[src/rtl/pcsamp_pkg.sv]
package pcsamp_pkg;

    localparam int OFS_W = 12;

    localparam logic [OFS_W-1:0] OFS_PC_LO  = 12'h0A0;
    localparam logic [OFS_W-1:0] OFS_CTX    = 12'h0A4;
    localparam logic [OFS_W-1:0] OFS_VCTX   = 12'h0A8;
    localparam logic [OFS_W-1:0] OFS_PC_HI  = 12'h0AC;
    localparam logic [OFS_W-1:0] OFS_OSLOCK = 12'h300;
    localparam logic [OFS_W-1:0] OFS_STATUS = 12'h314;
    localparam logic [OFS_W-1:0] OFS_DEVID1 = 12'hFC4;
    localparam logic [OFS_W-1:0] OFS_DEVID  = 12'hFC8;

    localparam int STAT_PWR_BIT = 0;
    localparam int STAT_DLK_BIT = 6;

    localparam int VC_NS_BIT   = 31;
    localparam int VC_EL2_BIT  = 30;
    localparam int VC_EL3_BIT  = 29;
    localparam int VC_WIDE_BIT = 28;

    localparam logic [31:0] PROHIBITED_WORD = 32'hFFFF_FFFF;

    typedef enum logic [1:0] {
        PH_IDLE,
        PH_SETUP,
        PH_ACCESS
    } apb_phase_e;

    typedef enum logic {
        LK_LOCKED,
        LK_OPEN
    } lock_state_e;

    typedef struct packed {
        logic [31:0] pc_hi;
        logic [31:0] ctx;
        logic [31:0] vctx;
    } sample_t;

endpackage

[src/rtl/pcsamp_apb_fsm.sv]
module pcsamp_apb_fsm
    import pcsamp_pkg::*;
(
    input  logic       clk,
    input  logic       rst_n,
    input  logic       psel,
    input  logic       penable,
    output logic       acc_fire,
    output apb_phase_e phase
);

    apb_phase_e state_q;
    apb_phase_e state_d;

    always_ff @(posedge clk or negedge rst_n) begin
        if (!rst_n) begin
            state_q <= PH_IDLE;
        end else begin
            state_q <= state_d;
        end
    end

    always_comb begin
        state_d = PH_IDLE;
        unique case (state_q)
            PH_IDLE: begin
                if (psel && !penable) state_d = PH_SETUP;
            end
            PH_SETUP: begin
                if (psel && penable)       state_d = PH_ACCESS;
                else if (psel && !penable) state_d = PH_SETUP;
            end
            PH_ACCESS: begin
                if (psel && !penable) state_d = PH_SETUP;
            end
            default: state_d = PH_IDLE;
        endcase
    end

    // Outputs: a transfer fires only in an enable cycle that follows a setup
    always_comb begin
        acc_fire = 1'b0;
        phase    = state_q;
        unique case (state_q)
            PH_SETUP:  acc_fire = psel && penable;
            PH_IDLE,
            PH_ACCESS: acc_fire = 1'b0;
            default:   acc_fire = 1'b0;
        endcase
    end

endmodule

[src/rtl/pcsamp_lock_fsm.sv]
module pcsamp_lock_fsm
    import pcsamp_pkg::*;
(
    input  logic clk,
    input  logic rst_n,
    input  logic lock_wr,
    input  logic wr_is_zero,
    output logic locked
);

    lock_state_e state_q;
    lock_state_e state_d;

    always_ff @(posedge clk or negedge rst_n) begin
        if (!rst_n) begin
            state_q <= LK_LOCKED;
        end else begin
            state_q <= state_d;
        end
    end

    always_comb begin
        state_d = state_q;
        unique case (state_q)
            LK_LOCKED: if (lock_wr && wr_is_zero)  state_d = LK_OPEN;
            LK_OPEN:   if (lock_wr && !wr_is_zero) state_d = LK_LOCKED;
            default:   state_d = LK_LOCKED;
        endcase
    end

    always_comb begin
        unique case (state_q)
            LK_OPEN:   locked = 1'b0;
            LK_LOCKED: locked = 1'b1;
            default:   locked = 1'b1;
        endcase
    end

endmodule

[src/rtl/pcsamp_shadow.sv]
module pcsamp_shadow
    import pcsamp_pkg::*;
#(
    parameter bit HAS_VCTX = 1'b1
) (
    input  logic    clk,
    input  logic    rst_n,
    input  logic    capture,
    input  sample_t live,
    output sample_t held
);

    logic [31:0] pc_hi_q;
    logic [31:0] ctx_q;

    always_ff @(posedge clk or negedge rst_n) begin
        if (!rst_n) begin
            pc_hi_q <= '0;
            ctx_q   <= '0;
        end else if (capture) begin
            pc_hi_q <= live.pc_hi;
            ctx_q   <= live.ctx;
        end
    end

    generate
        if (HAS_VCTX) begin : g_vctx
            logic [31:0] vctx_q;
            always_ff @(posedge clk or negedge rst_n) begin
                if (!rst_n) begin
                    vctx_q <= '0;
                end else if (capture) begin
                    vctx_q <= live.vctx;
                end
            end
            assign held.vctx = vctx_q;
        end else begin : g_no_vctx
            logic unused_vctx;
            assign unused_vctx = ^live.vctx;
            assign held.vctx   = '0;
        end
    endgenerate

    assign held.pc_hi = pc_hi_q;
    assign held.ctx   = ctx_q;

endmodule

[src/rtl/pcsamp_bank.sv]
module pcsamp_bank
    import pcsamp_pkg::*;
#(
    parameter int ADDR_W      = 12,
    parameter int PC_W        = 64,
    parameter int CTX_W       = 32,
    parameter int VMID_W      = 8,
    parameter int CAP_MODE    = 3,
    parameter int PC_OFS_MODE = 0
) (
    input  logic              clk,
    input  logic              rst_n,
    input  logic              psel,
    input  logic              penable,
    input  logic              pwrite,
    input  logic [ADDR_W-1:0] paddr,
    input  logic [31:0]       pwdata,
    output logic [31:0]       prdata,
    output logic              pready,
    output logic              pslverr,
    input  logic [PC_W-1:0]   pc_live,
    input  logic [CTX_W-1:0]  ctx_id,
    input  logic [VMID_W-1:0] vmid,
    input  logic              nonsecure,
    input  logic              at_el2,
    input  logic              at_el3,
    input  logic              wide64,
    input  logic              core_pwr_up,
    input  logic              dbl_lock,
    input  logic              sample_block
);

    localparam int  DATA_W   = 32;
    localparam int  HI_W     = PC_W - DATA_W;
    localparam bit  HAS_PC   = (CAP_MODE >= 2);
    localparam bit  HAS_VCTX = (CAP_MODE == 3);
    localparam logic [DATA_W-1:0] DEVID_WORD  = DATA_W'(CAP_MODE[3:0]);
    localparam logic [DATA_W-1:0] DEVID1_WORD = DATA_W'(PC_OFS_MODE[3:0]);

    logic       acc_fire;
    apb_phase_e phase;
    logic       rd_fire;
    logic       wr_fire;
    logic       os_locked;
    logic       gate_open;
    logic       capture;
    sample_t    live_s;
    sample_t    held;
    logic [DATA_W-1:0] rdata;

    pcsamp_apb_fsm u_phase (
        .clk      (clk),
        .rst_n    (rst_n),
        .psel     (psel),
        .penable  (penable),
        .acc_fire (acc_fire),
        .phase    (phase)
    );

    assign rd_fire = acc_fire && !pwrite;
    assign wr_fire = acc_fire && pwrite;

    pcsamp_lock_fsm u_lock (
        .clk        (clk),
        .rst_n      (rst_n),
        .lock_wr    (wr_fire && (paddr == ADDR_W'(OFS_OSLOCK))),
        .wr_is_zero (pwdata == '0),
        .locked     (os_locked)
    );

    assign gate_open = !os_locked && core_pwr_up && !dbl_lock && HAS_PC;

    // Live context word: flags in the top nibble, VMID zero-extended below
    always_comb begin
        live_s.pc_hi = DATA_W'(pc_live[PC_W-1 -: HI_W]);
        live_s.ctx   = DATA_W'(ctx_id);
        live_s.vctx  = DATA_W'(vmid);
        live_s.vctx[VC_NS_BIT]   = nonsecure;
        live_s.vctx[VC_EL2_BIT]  = at_el2;
        live_s.vctx[VC_EL3_BIT]  = at_el3;
        live_s.vctx[VC_WIDE_BIT] = wide64;
    end

    assign capture = rd_fire && (paddr == ADDR_W'(OFS_PC_LO)) &&
                     gate_open && !sample_block;

    pcsamp_shadow #(
        .HAS_VCTX (HAS_VCTX)
    ) u_shadow (
        .clk     (clk),
        .rst_n   (rst_n),
        .capture (capture),
        .live    (live_s),
        .held    (held)
    );

    always_comb begin
        rdata = '0;
        if (rd_fire) begin
            case (paddr)
                ADDR_W'(OFS_PC_LO): begin
                    if (gate_open) rdata = sample_block ? PROHIBITED_WORD : pc_live[DATA_W-1:0];
                end
                ADDR_W'(OFS_PC_HI): if (gate_open) rdata = held.pc_hi;
                ADDR_W'(OFS_CTX):   if (gate_open) rdata = held.ctx;
                ADDR_W'(OFS_VCTX):  if (gate_open) rdata = held.vctx;
                ADDR_W'(OFS_STATUS): begin
                    rdata[STAT_PWR_BIT] = core_pwr_up;
                    rdata[STAT_DLK_BIT] = dbl_lock;
                end
                ADDR_W'(OFS_DEVID):  rdata = DEVID_WORD;
                ADDR_W'(OFS_DEVID1): rdata = DEVID1_WORD;
                default:             rdata = '0;
            endcase
        end
    end

    logic unused_phase;
    assign unused_phase = ^phase;

    assign prdata  = rdata;
    assign pready  = 1'b1;
    assign pslverr = 1'b0;

endmodule

[config.mk]
export PLATFORM = sky130hd
export DESIGN_NAME = pcsamp_bank
export DESIGN_NICKNAME = d
export VERILOG_FILES = /design/src/rtl/pcsamp_pkg.sv /design/src/rtl/pcsamp_apb_fsm.sv /design/src/rtl/pcsamp_lock_fsm.sv /design/src/rtl/pcsamp_shadow.sv /design/src/rtl/pcsamp_bank.sv
export SDC_FILE = /design/constraint.sdc
export NUM_CORES = 1
export LEC_CHECK = 0
export BUFFER_PORTS_ARGS = -buffer_cell sky130_fd_sc_hd__buf_2
export CAP_MARGIN = 5
export CORE_UTILIZATION = 48
export DETAILED_ROUTE_END_ITERATION = 6
export HOLD_SLACK_MARGIN = 0.08
export PLACE_DENSITY = 0.81
export RECOVER_POWER = 100
export SYNTH_ARGS = -nofsm -noshare
export SYNTH_HDL_FRONTEND = slang
export SYNTH_SLANG_ARGS = --single-unit
[constraint.sdc]
create_clock -name clk -period 2.1 [get_ports clk]
set_input_delay 0.105 -clock clk [delete_from_list [all_inputs] [get_ports clk]]
set_output_delay 0.105 -clock clk [all_outputs]
set_load 0.02 [all_outputs]
* After elaboration in Yosys (flattened, before gate mapping) *
Index checks and enable logic that the tools add are counted.

operators by class
  $add $sub $neg = 0
  multiply operators = 0
  divide/modulo/power cells = 0
  order comparisons = 0
  equality and inequality tests = 9
  shift-type cells = 0
  multiplexer cells = 18
  bitwise logic cells = 1
  reduce and logical (&&, ||, !) cells = 21

operators with widths
  cell                                                                      count
  32-bit two-way mux                                                        6
  25-bit case mux with 4 select lines                                       1
  12-bit by 8-bit equality test with 1-bit output (second input constant)   4
  32-bit zero test                                                          1
  5-bit case mux with 5 select lines                                        1
  12-bit by 10-bit equality test with 1-bit output (second input constant)  2
  12-bit equality test (second input constant)                              1
  1-bit logical AND                                                         12
  1-bit zero test                                                           6
  1-bit case mux with 6 select lines                                        1
  1-bit case mux with 5 select lines                                        1
  1-bit two-way mux                                                         4
  1-bit case mux with 2 select lines                                        2
  2-bit case mux with 2 select lines                                        1
  2-bit by 1-bit equality test with 1-bit output (second input constant)    1
  2-bit equality test (second input constant)                               1
  2-bit zero test                                                           1
  2-bit two-way mux                                                         1
  2-bit OR reduction                                                        1
  1-bit inverter                                                            1

word-level totals
  register bits = 79
  bits in latches = 0
  bits in writable memories = 0
  ROM bits = 0
  input port bits = 160
  output and inout port bits = 34
  word-level logic and storage cells = 54
  memories = 0

* Logic depth before layout (Yosys ltp) *
Gate-level depths: netlist of the first run.

  depth in word-level cells = 8
  mapped depth = 7
  gate-level depth less buffers = 4

* Modules after synthesis *
From an unflattened synthesis of the first run, not the netlist that was laid out.

second synthesis, totals
  cell total of the unflattened synthesis = 397
  area, all modules = 5083.6 um2

modules (own cells, without submodules)
  module           instances  cells each  area an instance (um2)  seq. area each (um2)
  pcsamp_shadow    1          203         3764.9                  2402.3
  pcsamp_bank      1          185         1188.6                  0.0
  pcsamp_apb_fsm   1          6           86.3                    50.0
  pcsamp_lock_fsm  1          3           43.8                    25.0

* Least setup slack after synthesis of the first run *
No wires, ideal clock.

  kind = input to output
  start point = input paddr[6]
  end point = output prdata[29]
  arrival time = 1770 ps
  data required time = 1995 ps
  setup slack = 225 ps
  cell stages on the path = 5
  buffers on the path = 1
  cells stage by stage = or3_1 -> nor4_2 -> clkbuf_1 -> nand2_1 -> a31oi_1

on the way
  cells in the longest elaborated chain, start to end = 3
  elaborated cells between the ends (all ways) = 6
  those cells by class = 4 x eq/ne; 2 x mux

ends and longest elaborated chain
  item                                             line                text
  start, declared                                  pcsamp_bank.sv:16   input logic [ADDR_W-1:0] paddr,
  12-bit by 8-bit equality test with 1-bit output  pcsamp_bank.sv:100  case (paddr)
  25-bit case mux with 4 select lines (*)          pcsamp_bank.sv:100
  32-bit two-way mux (*)                           pcsamp_bank.sv:99   if (rd_fire) begin
  end, declared                                    pcsamp_bank.sv:18   output logic [31:0] prdata,

Mark *: on every way between the ends. The rest lies on a longest branch, timed or not.

* Worst setup path in the final report of the first run *
  start point = register u_phase.state_q[1] (netlist: u_phase.phase[1])
  end point = output prdata[4]

on the way
  cells in the longest elaborated chain, start to end = 4

ends and longest elaborated chain
  item                                            line                  text
  start, declared                                 pcsamp_apb_fsm.sv:12  apb_phase_e state_q;
  start signal, assigned                          pcsamp_apb_fsm.sv:19  state_q <= state_d;
  2-bit by 1-bit equality test with 1-bit output  pcsamp_apb_fsm.sv:44  unique case (state_q)
  1-bit two-way mux                               pcsamp_apb_fsm.sv:44
  1-bit logical AND                               pcsamp_bank.sv:60     assign rd_fire = acc_fire && !pwrite;
  32-bit two-way mux                              pcsamp_bank.sv:99

Every way passes these cells.

==> key figures, run 1 <==
Cells and area
  • Multi-input gate area: between 2000 and 2500 um2
  • Filler Cell Count: 607
  • Fin nets: between 700 and 800
  • Register area: around 2000 um2
  • Ratio of cells with drive above 1 in the final layout: 0.4688
  • Area Overhead vs Synth: 47.42%
  • Diodes inserted: 0

Power and ir drop
  • Comb pwr share: 0.138
  • Switching share of power: 0.2466
  • Int Power: between 2 and 2.5 mW
  • PwrDens: between 400 and 500 nW/um2
  • P_leak: about 3.3 nW
  • Psw: between 0.7 and 0.8 mW
  • Worst VDD drop: roughly 0.36 mV
  • Clock Power Share: 0.368
  • Seq pwr share: 0.494

STA
  • Setup-failing EPs final: 0
  • Final hold viol count: 0
  • Relative slew slack: 0.3661
  • Clk_skew: 0.01100 ns
  • Tcrit/Tclk final: 0.9821
  • Fmax: approximately 0.48 GHz
  • Clock period minus worst slack: 2.062 ns
  • Final TNS setup: 0 ns
  • Fin. max-slew vios: 0
  • RSZ-0062 raised after global routing: true
  • Final WS setup: 0.03767 ns
  • Tightest Pin Transition: 0.9508 ns

GRT
  • Vias in the first global route: roughly 4500
  • Initial antenna violation count: 1
  • Largest net degree at the start of global routing: 42
  • Grt total ovfl: 0
  • First-pass GRT wire length: approximately 22 mm
  • Total GRT Usage: 0.2961

Die
  • Initial Utilization: 0.4958
  • Core box area: between 8000 and 9000 um2
  • Number of I/O pins: 194
  • Die area: around 9400 um2
  • Die span in y: 96.92 um
  • Die width: 96.92 um
  • Core Rows: 34

Worst setup path
  • CP Max Fanout: 29
  • Crit path DAT: approximately 2.0 ns
  • Crit. Startpoint: u_phase.phase[1]
  • Crit path launch type: flip-flop
  • Slowest cell on crit path: dfrtp_1
  • Critical path class: flip-flop to primary output
  • Worst R2R Start: u_phase.phase[1]
  • Slowest stage delay, CP: 0.38 ns
  • Crit path required time: 2.00 ns
  • Critical path endpoint category: primary output
  • CP bufs+invs: 2
  • Crit path cell chain: nand4b_1, nor4_2, nand3_1, buf_6, a211oi_1, buf_2
  • Top delay family on crit path: simple AND/OR/NAND/NOR gates

Logic synthesis
  • Flops & latches, synth: slightly below 80
  • Yosys cell types: 42
  • Async set or reset register ratio after synthesis: 1.000
  • Syn Nets: 525
  • Ys flop type: dfrtp_1
  • Syn avg cell area: between 10 and 15 um2
  • Synth Instances: around 370
  • Seq/Total Area, Yosys: 0.4572
  • Post-Syn Area: around 4300 um2
  • Synth warn: 0
  • EDFF count, synth: 0

Clock network
  • Worst-Skew Late Latency: approximately 0.35 ns
  • Inserted Clock Buffers: 9
  • TritonCTS sink count: between 70 and 80
  • Root buffer cell: clkbuf_8
  • CTS clk-pin slew, worst paths: around 0.080 ns
  • CTS max path bufs: 2
  • H-tree depth: 3
  • CTS tree: yes

Placed design
  • Buffers on Ports: ~190
  • Placer congestion estimate: ~0.84
  • Place WS: between 0.09 and 0.1 ns
  • Post-detail-place hpwl: approximately 8.8 mm

Drt
  • 1st-iter DRT viols: 102
  • Final wirelength: roughly 13 mm
  • DRC violation count after routing: 0
  • Vias: a little over 4000
  • Final ANT Viol Nets: 0
  • Via density: roughly 5.5
  • WL/cell: about 18 um
  • Pre-antenna DRT Iters: 4

Run
  • Max cap viols: 0

Outcome
  • Status: finished, final reports clean

Min path
  • Hold Crit Class: input port to flip-flop
  • Hold_sp: psel
## sequential cells by signal, indices dropped and copies added (netlist names), named ones only
register	count
u_phase.phase	2
u_shadow.ctx_q	32
u_shadow.g_vctx.vctx_q	12
u_shadow.pc_hi_q	32
## tightest hold or removal path: stages
cell	delay [ns]
buf_2	0.10
nand4b_1	0.14
buf_4	0.14
inv_1	0.03
## path summary, 6_finish.rpt
check / end / slack (ns) / depth (start not counted)
min in group asynchronous: u_shadow.ctx_q[3] / 0.46 / 2
min: u_phase.phase[1] / 0.21 / 4
max: prdata[4] / 0.04 / 6
max reg2reg: flip-flop / 0.13 / 5
max in group asynchronous: u_shadow.pc_hi_q[31] / 0.43 / 3
min reg2reg: u_shadow.ctx_q[23] / 0.50 / 1
## power groups by stage
| stage | clock network [mW] | registers (mW) | logic, mW |
|---|---|---|---|
| floorplan | 0 | 1.55 | 0.0891 |
| global placement | 0 | 1.55 | 0.300 |
| detailed placement | 0 | 1.55 | 0.307 |
| CTS | 1.17 | 1.52 | 0.423 |
| global route | 1.23 | 1.52 | 0.461 |
| finish | 1.13 | 1.52 | 0.425 |
## per-layer routing
| layer | wire length (um) | GRT usage |
|---|---|---|
| met1 | 5264 | 0.3417 |
| met2 | 6805 | 0.5157 |
| met3 | 694 | 0.06069 |
| met4 | 593 | 0.1561 |
| met5 | 13 | 0 |
## placed cells by master (no fill, tap or decap), drive strengths merged, types with 2 or more instances in the layout
| master | synthesis | final |
|---|---|---|
| nand3 | 3 | 3 |
| mux2i | 6 | 6 |
| a31oi | 2 | 2 |
| mux2 | 77 | 77 |
| nor3 | 3 | 3 |
| inv | 2 | 3 |
| clkbuf | 15 | 34 |
| conb | 2 | 2 |
| dfrtp | 79 | 79 |
| nor4b | 2 | 2 |
| nor2b | 3 | 3 |
| nand2 | 5 | 5 |
| mux4 | 3 | 3 |
| dlygate4sd3 | 0 | 79 |
| a22oi | 20 | 20 |
| o2bb2ai | 20 | 20 |
| clkinvlp | 0 | 3 |
| or2 | 4 | 4 |
| buf | 14 | 185 |
| nor2 | 58 | 58 |
| a211oi | 13 | 13 |
| nor4 | 13 | 13 |
| nand4 | 2 | 2 |
| o21ai | 2 | 2 |
| a22o | 2 | 2 |
| nand4b | 3 | 3 |
## logic make-up after synthesis
logic type | Yosys count | synth area share
AO/OA/AOI/OAI | 63 | 0.1155
buffers and inverters | 31 | 0.03704
flip-flops | 79 | 0.4572
multiplexers | 86 | 0.2648
other | 2 | 0.001737
AND/OR/NAND/NOR | 104 | 0.1238
## area by class of cell
class                           count  area share
Clock buffer                       10     0.02002
Clock inverter                      6     0.01099
Inverter                            2    0.001178
Multi-Input combinational cell    255      0.3384
Sequential cell                    79      0.3101
Tap cell                          108     0.02120
Timing Repair Buffer              288      0.2981
## cells in the mapped netlist (2+ instances only)
library cell	n	area, um2
mux2i_1	6	60.06
a31oi_1	2	12.51
nand3_1	3	15.01
or2_2	4	25.02
nor2b_1	3	18.77
buf_6	4	45.04
buf_1	5	18.77
nor4_1	11	68.82
nand4_1	2	12.51
conb_1	2	7.510
mux4_2	3	67.56
mux2_4	40	600.6
clkbuf_1	15	56.30
mux2_2	37	416.7
o21ai_0	2	10.01
buf_2	2	10.01
a22o_1	2	17.52
a22oi_1	20	150.1
nor3_1	3	15.01
dfrtp_1	79	1977
nand4b_1	3	26.28
nand2_1	5	18.77
nor2_1	58	217.7
inv_1	2	7.510
buf_4	3	22.52
a211oi_1	13	97.59
o2bb2ai_1	20	175.2
nor4b_1	2	17.52
## stage by stage
stage               cell area [um2]  power (mW)  utilization  hold WS [ns]  cells
global route                   6375       3.215       0.7310        0.2395    748
global placement               5438       1.852       0.6235        0.1027    652
detailed placement             5438       1.859       0.6235        0.1084    652
floorplan                      4324       1.642            -       -0.1906    365
CTS                            6444       3.111       0.7389        0.1923    748
finish                         6375       3.080       0.7310        0.2130    748
## what timing repair did
| action | 4_1_cts | 5_1_grt |
|---|---|---|
| hold buffers | 79 | 0 |
| endpoints found under the setup margin | 30 | 7 |
| resized for setup | 2 | 1 |
| buffers inserted | 1 | 0 |
| pin swaps | 1 | 0 |
| gates cloned | 0 | 0 |
| endpoints found under the hold margin | 115 | 0 |
Note: power is estimated with default switching activity, not from simulation.
==> inputs of run 2 (changes only) <==
Settings changed: CORE_UTILIZATION 48 to 50, SYNTH_HIERARCHICAL set to 1.
==> run 2 against run 1 <==
- the run now ends with negative setup slack left
- critical path type unchanged
- largest cell class unchanged
- total power rose by 13%
- combinational power rose by 6.4%
- critical path depth rose by 1
- synthesized cell count rose by 8.8%
- sequential share of layout area rose by 0.067 points
==> key figures, run 2 <==
Logic synthesis
  • Ys flop type: dfrtp_1
  • Post-Syn Area: about 5000 um2
  • Post-synth top area share: 0.4873
  • Synth warn: 6
  • Yosys top cell by area: dfrtp_1
  • EDFF count, synth: 0
  • Top cells by area, synth: dfrtp_1 49%, mux2_2 12%, mux2_4 12%, a22oi_1 3.8%, a31oi_1 3.2%
  • Synth Instances: between 300 and 400
  • Synth top cells by count: 99 x dfrtp_1, 56 x mux2_2, 41 x mux2_4
  • Flops & latches, synth: 99
  • Syn avg cell area: approximately 13 um2
  • Most common cell in the synthesized netlist: dfrtp_1
  • Seq/Total Area, Yosys: 0.4873
  • Yosys cell types: 37
  • Async set or reset register ratio after synthesis: 1.000

GRT
  • Grt total ovfl: 0
  • Largest net degree at the start of global routing: 40
  • Total GRT Usage: 0.3118
  • Vias in the first global route: approximately 5100
  • Initial antenna violation count: 0
  • First-pass GRT wire length: roughly 24 mm

Worst setup path
  • Crit path required time: around 2 ns
  • Setup crit end: prdata[7]
  • R2R depth: 7
  • Crit path launch type: flip-flop
  • FF-to-FF setup slack: -0.13 ns
  • Critical path class: flip-flop to primary output
  • Critical path endpoint category: primary output
  • Crit. Startpoint: u_phase/phase[1]
  • Crit path DAT: 2.16 ns
  • CP Max Fanout: 6
  • Worst reg2reg path endpoint: u_shadow/pc_hi_q[14]
  • Worst R2R Start: u_phase/phase[1]

Outcome
  • Failing checks: negative setup slack
  • Status: complete, but fails checks

STA
  • Final hold slack: about 0.17 ns
  • Final hold viol count: 0
  • Tightest Pin Transition: a little under 1 ns
  • Fin. max-slew vios: 0
  • Setup-failing EPs final: ~120
  • Clock period minus worst slack: approximately 2.3 ns
  • Clk_skew: about 0.012 ns
  • Fmax: between 0.4 and 0.5 GHz
  • RSZ-0062 raised after global routing: true
  • Relative slew slack: 0.3563
  • Tcrit/Tclk final: 1.077
  • Final WS setup: -0.1619 ns

Cells and area
  • Filler Cell Count: ~570
  • Ratio of cells with drive above 1 in the final layout: 0.5296
  • Final instance area: around 8000 um2
  • Area Overhead vs Synth: 56.81%
  • Diodes inserted: 0
  • Multi-input gate area: 2796 um2
  • Register area: around 2500 um2
  • Top flop regs: u_shadow/ctx_q: 32 flops, u_shadow/g_vctx.vctx_q: 32 flops, u_shadow/pc_hi_q: 32 flops
  • Fin nets: 866
  • Commonest non-fill, non-tap cell in the layout: buf_2
  • Most frequent cells in the layout: 158 x buf_2, 99 x dfrtp_1, 80 x dlygate4sd3_1

Drt
  • Via density: approximately 5.7
  • Pre-antenna DRT Iters: 4
  • WL/cell: a little over 20 um
  • Final wirelength: 17.40 mm
  • Vias: approximately 4800
  • 1st-iter DRT viols: 200
  • DRC violation count after routing: 0
  • Final ANT Viol Nets: 0

Min path
  • Hold Crit Class: input port to flip-flop
  • Hold_sp: paddr[5]

Placed design
  • Buffers on Ports: about 190
  • Post-detail-place hpwl: 9.902 mm
  • Placed Instance Area: around 6300 um2
  • Place WS: -0.06372 ns
  • Placer congestion estimate: 0.8697

Power and ir drop
  • Post-layout power: roughly 3.5 mW
  • PwrDens: 438.1 nW/um2
  • P_leak: between 3 and 4 nW
  • Worst VDD drop: just over 0.5 mV

Clock network
  • H-tree depth: 3
  • Root buffer cell: clkbuf_8
  • Worst-Skew Late Latency: between 0.3 and 0.4 ns
  • TritonCTS sink count: between 90 and 100
  • CTS max path bufs: 2
  • CTS tree: yes
  • Inserted Clock Buffers: 9
  • CTS clk-pin slew, worst paths: 0.09 ns

Die
  • Core Rows: 36
  • Core box area: between 9000 and 10000 um2
  • Die width: 102.8 um
  • Number of I/O pins: a little under 200
  • Initial Utilization: 0.5177
  • Die span in y: roughly 100 um
  • Die area: 10570 um2

Run
  • Max cap viols: 0
## run 2: changes by cell type after synthesis, sizes merged, moves of 6 or more
cell,delta
nand2,+22
nor2,-49
dfrtp,+20
o21ai,+24
buf,+12
o2bb2ai,-20
mux2,+20
clkbuf,-10
a31oi,+24
a22oi,+6
## run 2: how the worst min path moves through the flow
stage	endpoint	cells after the start	slack [ns]
6_report	flip-flop	3	0.17
5_1_grt	flip-flop	3	0.17
4_1_cts	flip-flop	3	0.1
3_5_place_dp	u_shadow/pc_hi_q[4]	1	0.08
3_3_place_gp	u_shadow/g_vctx.vctx_q[4]	1	0.07
2_1_floorplan	asynchronous set/reset pin	0	-0.19
## run 2: report_power, final
part | internal [mW] | switching, mW | leakage (nW)
logic | 0.245 | 0.208 | 2.27
registers | 1.91 | 0.000845 | 1.38
clock network | 0.487 | 0.646 | 0.0912
total | 2.64 | 0.854 | 3.74
## run 2: cell families (layout without fill, tap and decap cells)
group | Yosys count | after routing | synth area share
buf+inv | 34 | 327 | 0.04947
simple gates | 69 | 69 | 0.08467
flops | 99 | 99 | 0.4873
mux | 103 | 103 | 0.2619
other cells | 2 | 22 | 0.001477
compound gates | 90 | 90 | 0.1152
## run 2: final cells by class
class / count / area share
clock inverter: 4 / 0.003296
tap: 133 / 0.02088
inverter: 3 / 0.001413
timing repair buffer: 309 / 0.2938
multi-input combinational: 284 / 0.3508
clock buffer: 11 / 0.01899
sequential: 99 / 0.3108
## run 2: repair_timing
item	in CTS	in global routing
cloned	1	4
endpoints found under the hold margin	147	0
hold buffers	80	0
buffers inserted	2	3
gates resized for setup	41	80
endpoints found under the setup margin	123	126
pin swaps	2	5
## run 2: routing by layer
layer | routed length, um | up-vias | global-route usage
li1 | - | 2090 | -
met1 | 6525 | 2364 | 0.3488
met2 | 9080 | 257 | 0.5528
met3 | 864 | 91 | 0.06508
met4 | 928 | 0 | 0.1777
met5 | 0 | - | 0
## run 2: critical path: stages (launching register included)
cell,delay (ns)
dfrtp_1,0.39
and4b_1,0.29
nor4b_4,0.21
nand4_1,0.14
buf_6,0.18
buf_4,0.17
a31oi_1,0.20
buf_4,0.20
## run 2: through the flow
step / setup TNS (ns) / std cells / util
6_report: -10.36 / 843 / 0.8118
5_1_grt: -25.53 / 843 / 0.8118
4_1_cts: -2.681 / 836 / 0.7657
3_5_place_dp: -2.118 / 738 / 0.6456
3_3_place_gp: -0.5231 / 738 / 0.6456
2_1_floorplan: 0 / 417 / -
